[config.mk]
export PLATFORM = sky130hd
export DESIGN_NAME = cap_jump_check
export DESIGN_NICKNAME = d
export VERILOG_FILES = /design/src/rtl/cjc_pkg.sv /design/src/rtl/cjc_target.sv /design/src/rtl/cjc_seal_rules.sv /design/src/rtl/cjc_irq_link.sv /design/src/rtl/cap_jump_check.sv
export SDC_FILE = /design/constraint.sdc
export NUM_CORES = 1
export LEC_CHECK = 0
export ABC_AREA = 1
export CORE_ASPECT_RATIO = 0.75
export CORE_MARGIN = 2
export CORE_UTILIZATION = 25
export CTS_CLUSTER_DIAMETER = 40
export DETAILED_ROUTE_END_ITERATION = 10
export DONT_BUFFER_PORTS = 1
export PLACE_DENSITY = 0.43
export SETUP_SLACK_MARGIN = 0.3
export SYNTH_ARGS = -nofsm -noshare
export SYNTH_HDL_FRONTEND = slang
export SYNTH_SLANG_ARGS = --single-unit
[constraint.sdc]
create_clock -name clk -period 2.55 [get_ports clk]
set_clock_uncertainty 0.2 [all_clocks]
set_input_delay 0.51 -clock clk [delete_from_list [all_inputs] [get_ports clk]]
set_output_delay 0.51 -clock clk [all_outputs]
set_load 0.02 [all_outputs]
[src/rtl/cjc_pkg.sv]
package cjc_pkg;
  localparam int OT_W    = 3;
  localparam int CAUSE_W = 3;

  localparam logic [OT_W-1:0] OT_UNSEALED  = 3'd0;
  localparam logic [OT_W-1:0] OT_FWD_INH   = 3'd1;
  localparam logic [OT_W-1:0] OT_FWD_OFF   = 3'd2;
  localparam logic [OT_W-1:0] OT_FWD_ON    = 3'd3;
  localparam logic [OT_W-1:0] OT_BWD_OFF   = 3'd4;
  localparam logic [OT_W-1:0] OT_BWD_ON    = 3'd5;

  typedef enum logic [CAUSE_W-1:0] {
    CZ_NONE  = 3'd0,
    CZ_TAG   = 3'd1,
    CZ_SEAL  = 3'd2,
    CZ_EXEC  = 3'd3,
    CZ_ALIGN = 3'd4
  } cause_e;
endpackage

[src/rtl/cjc_target.sv]
module cjc_target #(
  parameter int ADDR_W = 32
) (
  input  logic [ADDR_W-1:0] addr_i,
  input  logic [ADDR_W-1:0] offset_i,
  input  logic              compressed_i,
  output logic [ADDR_W-1:0] pc_o,
  output logic              misalign_o
);
  localparam logic [ADDR_W-1:0] LSB_CLEAR = {{(ADDR_W-1){1'b1}}, 1'b0};

  logic [ADDR_W-1:0] sum;

  always_comb begin
    sum        = addr_i + offset_i;
    pc_o       = sum & LSB_CLEAR;
    misalign_o = !compressed_i && sum[1];
  end
endmodule

[src/rtl/cjc_seal_rules.sv]
module cjc_seal_rules
  import cjc_pkg::*;
(
  input  logic [OT_W-1:0] otype_i,
  input  logic            has_link_i,
  input  logic            link_ra_i,
  input  logic            offset_nz_i,
  output logic            seal_fault_o
);
  logic sealed, plain_ok, back_kind, fwd_range, legal;

  always_comb begin
    sealed    = (otype_i != OT_UNSEALED);
    plain_ok  = (otype_i == OT_UNSEALED) || (otype_i == OT_FWD_INH);
    back_kind = (otype_i == OT_BWD_OFF) || (otype_i == OT_BWD_ON);
    fwd_range = (otype_i <= OT_FWD_ON);
    legal     = (!has_link_i &&  link_ra_i && back_kind)
              | (!has_link_i && !link_ra_i && plain_ok)
              | ( has_link_i && plain_ok)
              | ( has_link_i &&  link_ra_i && fwd_range);
    seal_fault_o = (sealed && offset_nz_i) || !legal;
  end
endmodule

[src/rtl/cjc_irq_link.sv]
module cjc_irq_link
  import cjc_pkg::*;
(
  input  logic [OT_W-1:0] otype_i,
  input  logic            has_link_i,
  input  logic            link_ra_i,
  input  logic            ie_i,
  output logic [OT_W-1:0] link_otype_o,
  output logic            ie_next_o
);
  logic turns_off, turns_on;

  always_comb begin
    turns_off = (otype_i == OT_FWD_OFF) || (otype_i == OT_BWD_OFF);
    turns_on  = (otype_i == OT_FWD_ON)  || (otype_i == OT_BWD_ON);
    if (turns_on)       ie_next_o = 1'b1;
    else if (turns_off) ie_next_o = 1'b0;
    else                ie_next_o = ie_i;
    if (has_link_i && link_ra_i) link_otype_o = ie_i ? OT_BWD_ON : OT_BWD_OFF;
    else                         link_otype_o = OT_UNSEALED;
  end
endmodule

[src/rtl/cap_jump_check.sv]
module cap_jump_check
  import cjc_pkg::*;
#(
  parameter int ADDR_W = 32
) (
  input  logic              clk,
  input  logic              rst,
  input  logic              req_i,
  input  logic              tag_i,
  input  logic [2:0]        otype_i,
  input  logic              perm_x_i,
  input  logic [ADDR_W-1:0] addr_i,
  input  logic [ADDR_W-1:0] offset_i,
  input  logic              has_link_i,
  input  logic              link_ra_i,
  input  logic              ie_i,
  input  logic              compressed_i,
  output logic              done_o,
  output logic              ok_o,
  output logic [2:0]        cause_o,
  output logic [ADDR_W-1:0] pc_o,
  output logic [2:0]        link_otype_o,
  output logic              ie_o
);
  logic [ADDR_W-1:0] pc_d;
  logic              misalign, seal_fault, pass;
  logic [OT_W-1:0]   link_d;
  logic              ie_d;
  cause_e            cause_d;

  cjc_target #(.ADDR_W(ADDR_W)) u_target (
    .addr_i      (addr_i),
    .offset_i    (offset_i),
    .compressed_i(compressed_i),
    .pc_o        (pc_d),
    .misalign_o  (misalign)
  );

  cjc_seal_rules u_seal (
    .otype_i     (otype_i),
    .has_link_i  (has_link_i),
    .link_ra_i   (link_ra_i),
    .offset_nz_i (offset_i != '0),
    .seal_fault_o(seal_fault)
  );

  cjc_irq_link u_irq (
    .otype_i     (otype_i),
    .has_link_i  (has_link_i),
    .link_ra_i   (link_ra_i),
    .ie_i        (ie_i),
    .link_otype_o(link_d),
    .ie_next_o   (ie_d)
  );

  always_comb begin
    if (!tag_i)          cause_d = CZ_TAG;
    else if (seal_fault) cause_d = CZ_SEAL;
    else if (!perm_x_i)  cause_d = CZ_EXEC;
    else if (misalign)   cause_d = CZ_ALIGN;
    else                 cause_d = CZ_NONE;
    pass = tag_i && !seal_fault && perm_x_i && !misalign;
  end

  always_ff @(posedge clk) begin
    if (rst) begin
      done_o       <= 1'b0;
      ok_o         <= 1'b0;
      cause_o      <= '0;
      pc_o         <= '0;
      link_otype_o <= '0;
      ie_o         <= 1'b0;
    end else begin
      done_o <= req_i;
      if (req_i) begin
        ok_o    <= pass;
        cause_o <= cause_d;
        if (pass) begin
          pc_o         <= pc_d;
          link_otype_o <= link_d;
          ie_o         <= ie_d;
        end
      end
    end
  end
endmodule

==> metrics, run 1 <==
asr flop ratio synth 0%; Starting Density 25.3%; Peak Freq 468 MHz; top-area cell type share of the netlist area 26.9%; slowest cell on the critical path fa_1; status finished clean; Warnings, synthesis 0; # DRC 0; final core utilization 27.6%; Vias 4280; Buf+Inv Stages, Crit Path 2; Crit Path Max Fanout 3; drt via density 4.31; Die W 154 um; Post-CTS Setup Bufs 0; cts bufs inserted 5; Core Rows 41; Core Box Area 16600 um2; worst skew pair latency 280 ps; CTS Hold Buffers Added 0; worst setup slack after layout 415 ps; CTS resizes 0; maximum VDD drop 0.000182 V; Clock transition at path regs 60 ps; height of the die 116 um; H-tree depth 2; RePlAce Congestion 0.900; P_leak 2.52 nW; Post-DP HPWL 11900 um; placed instance area 4420 um2; synthesized flop and latch total 39; crit-path max cell delay 440 ps; vias in the first global route 4187; DR iter-0 viols 240; Setup CP Type in -> reg; WL/cell 13.9 um; post-synthesis cell count 778; CTS root buffer clkbuf_16; Top Family by Delay on Critical Path compound AO/OA/AOI/OAI gates; Min Clock Period, post-route 2140 ps; Synth area leader nand2_1; first-pass GRT wire length 22200 um; worst slack, placed 43.4 ps; wirelength, routed 13800 um; Critical Path AT 2110 ps; setup TNS 0 ps; Mapped Area 4200 um2; number of max-cap violations 0; share of layout cells above drive strength 1 4.63%; PortBufs 0; Final #Nets 883; Ports 117; largest net degree at the start of global routing 53; Global Route Usage Sum 15.7%; Max Buffers Root-to-Sink 2; Mean Syn Cell Area 5.40 um2; top cells by instance count after synthesis nand2_1 (301), inv_1 (153), nor2_1 (105); Layout area overhead 9.41%; Post-DRT Antenna Nets 0; die area 17900 um2; Worst EP required 2520 ps; Cell variety after synth 29; worst-path cell chain inv_1, fa_1, inv_1, nand3_1, nand3_1, nand2_1, a21oi_1, o21ai_0, a21oi_2, nor2_1; Post-synth EDFFs 0; CP Launch Type input pin; total grt overflow 0; pwr/cell area 407 nW/um2; sequential area share after synthesis 18.6%; largest cells by area after synthesis nand2_1 (27%), dfxtp_1 (19%), inv_1 (14%), nor2_1 (9.4%), ha_1 (8.9%); Hold Crit Class in -> reg; count leader, synth nand2_1; CP Capture Type flop; ant diodes 0; Tot Pwr 1.87 mW; unrepaired setup endpoints after global routing yes; final worst-path cycle share 83.7%; Num Clock Sinks 39; 1st-pass router iterations 5; number of setup violations in the final report 0; post-route cell area 4600 um2; initial antenna violation count 0; Max Slew Vio Count 0; CTS tree built; Main synth FF type dfxtp_1; final count of hold timing violations 0
==> worst reg2reg max path: cells and delay by family (launching register included) <==
| family | cells | cell delay (ps) |
|---|---|---|
| flops | 1 | 510 |
| buf+inv | 1 | 70 |
| simple gates | 3 | 240 |
==> area by class of cell <==
class                   instances  area, um2
flip-flops and latches         39        781
clock buffers                   7        133
repair buffers                  5       50.0
inverters                     154        578
well taps                     215        269
clock inverters                 1       5.00
fillers                      2010      12000
multi-input cells             571       2780
==> cell usage in the layout (no fill, tap or decap), types with 2 or more instances in the layout <==
master / instances
a21oi_1: 35
a21oi_2: 10
and2_0: 2
and2_1: 3
buf_4: 4
clkbuf_1: 2
clkbuf_16: 5
conb_1: 2
dfxtp_1: 39
ha_1: 27
ha_2: 3
inv_1: 153
nand2_1: 299
nand2_2: 3
nand3_1: 23
nand3b_1: 3
nand4_1: 16
nor2_1: 102
nor2_2: 4
nor3_1: 8
o21ai_0: 4
o21bai_1: 5
xnor2_1: 2
xor2_1: 14
==> logic make-up (layout without fill, tap and decap cells) <==
family / after synthesis / in the layout / share of synthesized area (%)
and+or+nand+nor: 467 / 467 / 44.6
buffers and inverters: 169 / 167 / 16.1
AOI/OAI and AO/OA: 55 / 55 / 7.83
DFF: 39 / 39 / 18.6
adders and majority gates: 31 / 31 / 9.41
xor gates and xnor gates: 16 / 16 / 3.34
other: 1 / 2 / 0.0893
==> routing by layer <==
metal	share of wire, %	wire (um)	GRT usage (%)	vias to the layer above
li1	-	-	-	2333
met1	58	7990	25.5	1833
met2	35	4810	21.1	109
met3	6.8	933	2.89	5
met4	0.55	76	2.39	0
met5	0	0	0	-
==> final timing paths <==
check	depth (start not counted)	end	slack, ps	startpoint
max	10	pc_o[16]	410	addr_i[1]
min	1	ok_o	90	rst
max reg2reg	4	pc_o[25]	1460	pc_o[25]
min reg2reg	2	cause_o[1]	360	cause_o[1]
==> state kept, by name, summed over array words and instances (netlist names) <==
signal,cells
pc_o,31
ok_o,1
cause_o,3
done_o,1
ie_o,1
link_otype_o,2
==> stage by stage <==
stage          hold slack, ps  std cells
2_1_floorplan             340        779
3_3_place_gp              351        984
3_5_place_dp              352        984
4_1_cts                  86.6        992
5_1_grt                  84.8        992
6_report                 92.3        992
==> power by group <==
| group | total (mW) | internal [mW] | switching [mW] |
|---|---|---|---|
| clock network | 0.601 | 0.362 | 0.240 |
| logic | 0.646 | 0.205 | 0.441 |
| registers | 0.625 | 0.615 | 0.0100 |
| total | 1.87 | 1.18 | 0.690 |
(Power assumes the default switching activity.)
==> run 2: changes to the inputs <==
--- a/config.mk
+++ b/config.mk
@@ -5,7 +5,7 @@
 export SDC_FILE = /design/constraint.sdc
 export NUM_CORES = 1
 export LEC_CHECK = 0
-export ABC_AREA = 1
+export ABC_AREA = 0
 export CORE_ASPECT_RATIO = 0.75
 export CORE_MARGIN = 2
 export CORE_UTILIZATION = 25
==> constraint.sdc (replaced) <==
create_clock -name clk -period 2.1 [get_ports clk]
set_clock_uncertainty 0.2 [all_clocks]
set_input_delay 0.42 -clock clk [delete_from_list [all_inputs] [get_ports clk]]
set_output_delay 0.42 -clock clk [all_outputs]
set_load 0.02 [all_outputs]
==> metrics, run 2 <==
asr flop ratio synth 0% (unchanged); Final #Nets 666 (-25%); Num Clock Sinks 39 (unchanged); crit-path max cell delay 380 ps (-60 ps); number of setup violations in the final report 33 (+33); count leader, synth nand2_1; Synth area leader dfxtp_1; Core Box Area 12900 um2 (-22%); PortBufs 0 (unchanged); Max Buffers Root-to-Sink 2 (unchanged); Hold Crit Class in -> reg; die area 14100 um2 (-21%); Post-synth EDFFs 0 (unchanged); final core utilization 42.3% (+15 points); worst setup slack after layout -329 ps (-743 ps); biggest regs pc_o (31), cause_o (3), link_otype_o (2); Ports 117 (unchanged); Setup CP Type in -> reg; drt via density 5.17 (+20%); Comb power frac 37.6% (+3.1 points); placed instance area 4480 um2 (+1.2%); Fillers 1276 (-37%); Core Rows 36 (-12%); Main synth FF type dfxtp_1; hold path start rst; largest cells by area after synthesis dfxtp_1 (24%), ha_1 (11%), a21oi_1 (7.9%), nand2_1 (6.4%), o21ai_0 (3.6%); top-area cell type share of the netlist area 23.7% (-3.2 points); Mapped Area 3300 um2 (-21%); setup slack, reg-to-reg 1080 ps (-380 ps); RePlAce Congestion 0.839 (-6.8%); first-pass GRT wire length 19700 um (-11%); number of max-cap violations 0 (unchanged); H-tree depth 2 (unchanged); Vias 3781 (-12%); Die W 137 um (-11%); Max Slew Vio Count 0 (unchanged); worst r2r src cause_o[2]; 1st-pass router iterations 5 (unchanged); max reg flops 31 (unchanged); Int Pwr 1.75 mW (+48%); most frequent cells in the layout buf_4 (115), nand2_1 (40), dfxtp_1 (39), a21oi_1 (29), a21oi_2 (22); CTS tree built; Warnings, synthesis 0 (unchanged); Post-DP HPWL 9670 um (-19%); CP Capture Type flop; Layout area overhead 65.5%; P_leak 2.16 nW (-14%); worst slack, placed -721 ps (-765 ps); CTS root buffer clkbuf_16; sequential area share after synthesis 23.7% (+5.1 points); height of the die 104 um (-11%); pwr/cell area 468 nW/um2 (+15%); Placed Instances 694 (-29%); share of layout cells above drive strength 1 45.4% (+41 points); NetSw 0.813 mW (+18%); Min Clock Period, post-route 2430 ps; post-synthesis cell count 431 (-45%); Cell variety after synth 64 (+120%); Switching Fraction 31.8% (-5.1 points); top cells by instance count after synthesis nand2_1 (56), a21oi_1 (52), dfxtp_1 (39); commonest non-fill, non-tap cell in the layout buf_4; Finished Layout Cells 731 (-26%); cts bufs inserted 5 (unchanged); Reg with most FFs pc_o; violated checks setup timing; Crit Path Max Fanout 4 (+1); # DRC 0 (unchanged); Clock transition at path regs 60 ps (about the same); synthesized flop and latch total 39 (unchanged); wirelength, routed 12900 um (-6.6%); worst-path cell chain ha_4, nor2b_4, o21a_1, o21a_4, o31ai_4, a21oi_4, o41a_1, o311ai_1, o211ai_1; Peak Freq 412 MHz; slowest cell on the critical path o41a_1; FF-to-FF path depth 3 (-1); Mean Syn Cell Area 7.66 um2 (+42%); initial antenna violation count 0 (unchanged); Flop pwr share 29.5% (-3.9 points); ant diodes 0 (unchanged); worst skew pair latency 290 ps (about the same); RR Endpoint cause_o[2]; hold endpoint pc_o[29]; Post-DRT Antenna Nets 0 (unchanged); CP startpoint addr_i[2]; maximum VDD drop 0.000319 V (+75%); total grt overflow 0 (unchanged); Worst EP required 2060 ps (-460 ps); status finished, violations left; WL/cell 17.6 um (+27%); post-route cell area 5460 um2 (+19%); largest net degree at the start of global routing 31 (-42%); CP Launch Type input pin; Worst Hold Path Cells 1 (unchanged); final worst-path cycle share 116%; vias in the first global route 3670 (-12%); unrepaired setup endpoints after global routing yes; Global Route Usage Sum 17.8% (+2.1 points); clock network fraction of total power 32.9% (+0.8 points); Starting Density 25.5% (+0.26 points); Critical Path AT 2390 ps (+280 ps); final count of hold timing violations 0 (unchanged); DR iter-0 viols 143 (-40%)
==> run 2: worst max-delay path: cells and delay by family <==
kind,cells,cell delay [ps]
and+or+nand+nor,1,120
adders and majority gates,1,230
AOI/OAI and AO/OA,7,1610
==> run 2: worst max-delay path by stage <==
stage,slack (ps),cells after the start,end
CTS,-280,9,pc_o[24]
global placement,-720,12,pc_o[18]
global route,-370,9,pc_o[24]
detailed placement,-720,12,pc_o[18]
floorplan,-510,9,pc_o[24]
finish,-330,9,pc_o[24]
==> run 2: stage by stage <==
step	TNS, ps	total power, mW	hold WS (ps)
finish	-5240	2.56	33.2
global route	-8290	2.71	27.4
CTS	-4810	2.54	22.5
detailed placement	-18940	1.57	292
global placement	-16640	1.57	288
floorplan	-5330	1.27	328
==> run 2: layout make-up <==
cell class                      instances  area (um2)  share of cell area (%)
Inverter                               13        56.3                    1.03
Tap cell                              171         214                    3.92
Multi-Input combinational cell        364        3060                    55.9
Sequential cell                        39         781                    14.3
Clock buffer                            8         156                    2.86
Timing Repair Buffer                  136        1200                    22.0
==> run 2: metal layers <==
metal | up-vias | track usage, % | share of wire, %
li1 | 1855 | - | -
met1 | 1785 | 25.1 | 47
met2 | 133 | 26.5 | 43
met3 | 8 | 5.63 | 8.8
met4 | 0 | 3.72 | 1.2
met5 | - | 0 | 0
==> run 2: cells by family after synthesis <==
kind of cell	after synthesis	share of synthesized area, %
muxes	3	0.948
and+or+nand+nor	166	25.5
xor gates and xnor gates	12	3.18
adders and majority gates	31	12.0
AOI/OAI and AO/OA	150	30.9
DFF	39	23.7
buffers and inverters	29	3.68
other	1	0.114
==> run 2: power by group through the flow <==
| stage | clock [mW] | combinational (mW) | sequential [mW] |
|---|---|---|---|
| floorplan | 0 | 0.502 | 0.770 |
| global placement | 0 | 0.798 | 0.771 |
| detailed placement | 0 | 0.797 | 0.771 |
| CTS | 0.882 | 0.903 | 0.754 |
| global route | 0.911 | 1.05 | 0.755 |
| finish | 0.842 | 0.962 | 0.755 |
==> run 2: what timing repair did <==
item                                    in CTS  in global routing
pin swaps                                   44                 21
buffers inserted                            15                 11
hold buffers                                 1                  0
resized for setup                           62                 54
endpoints found under the setup margin      36                 38
endpoints found under the hold margin       30                  0
gates cloned                                 2                  0
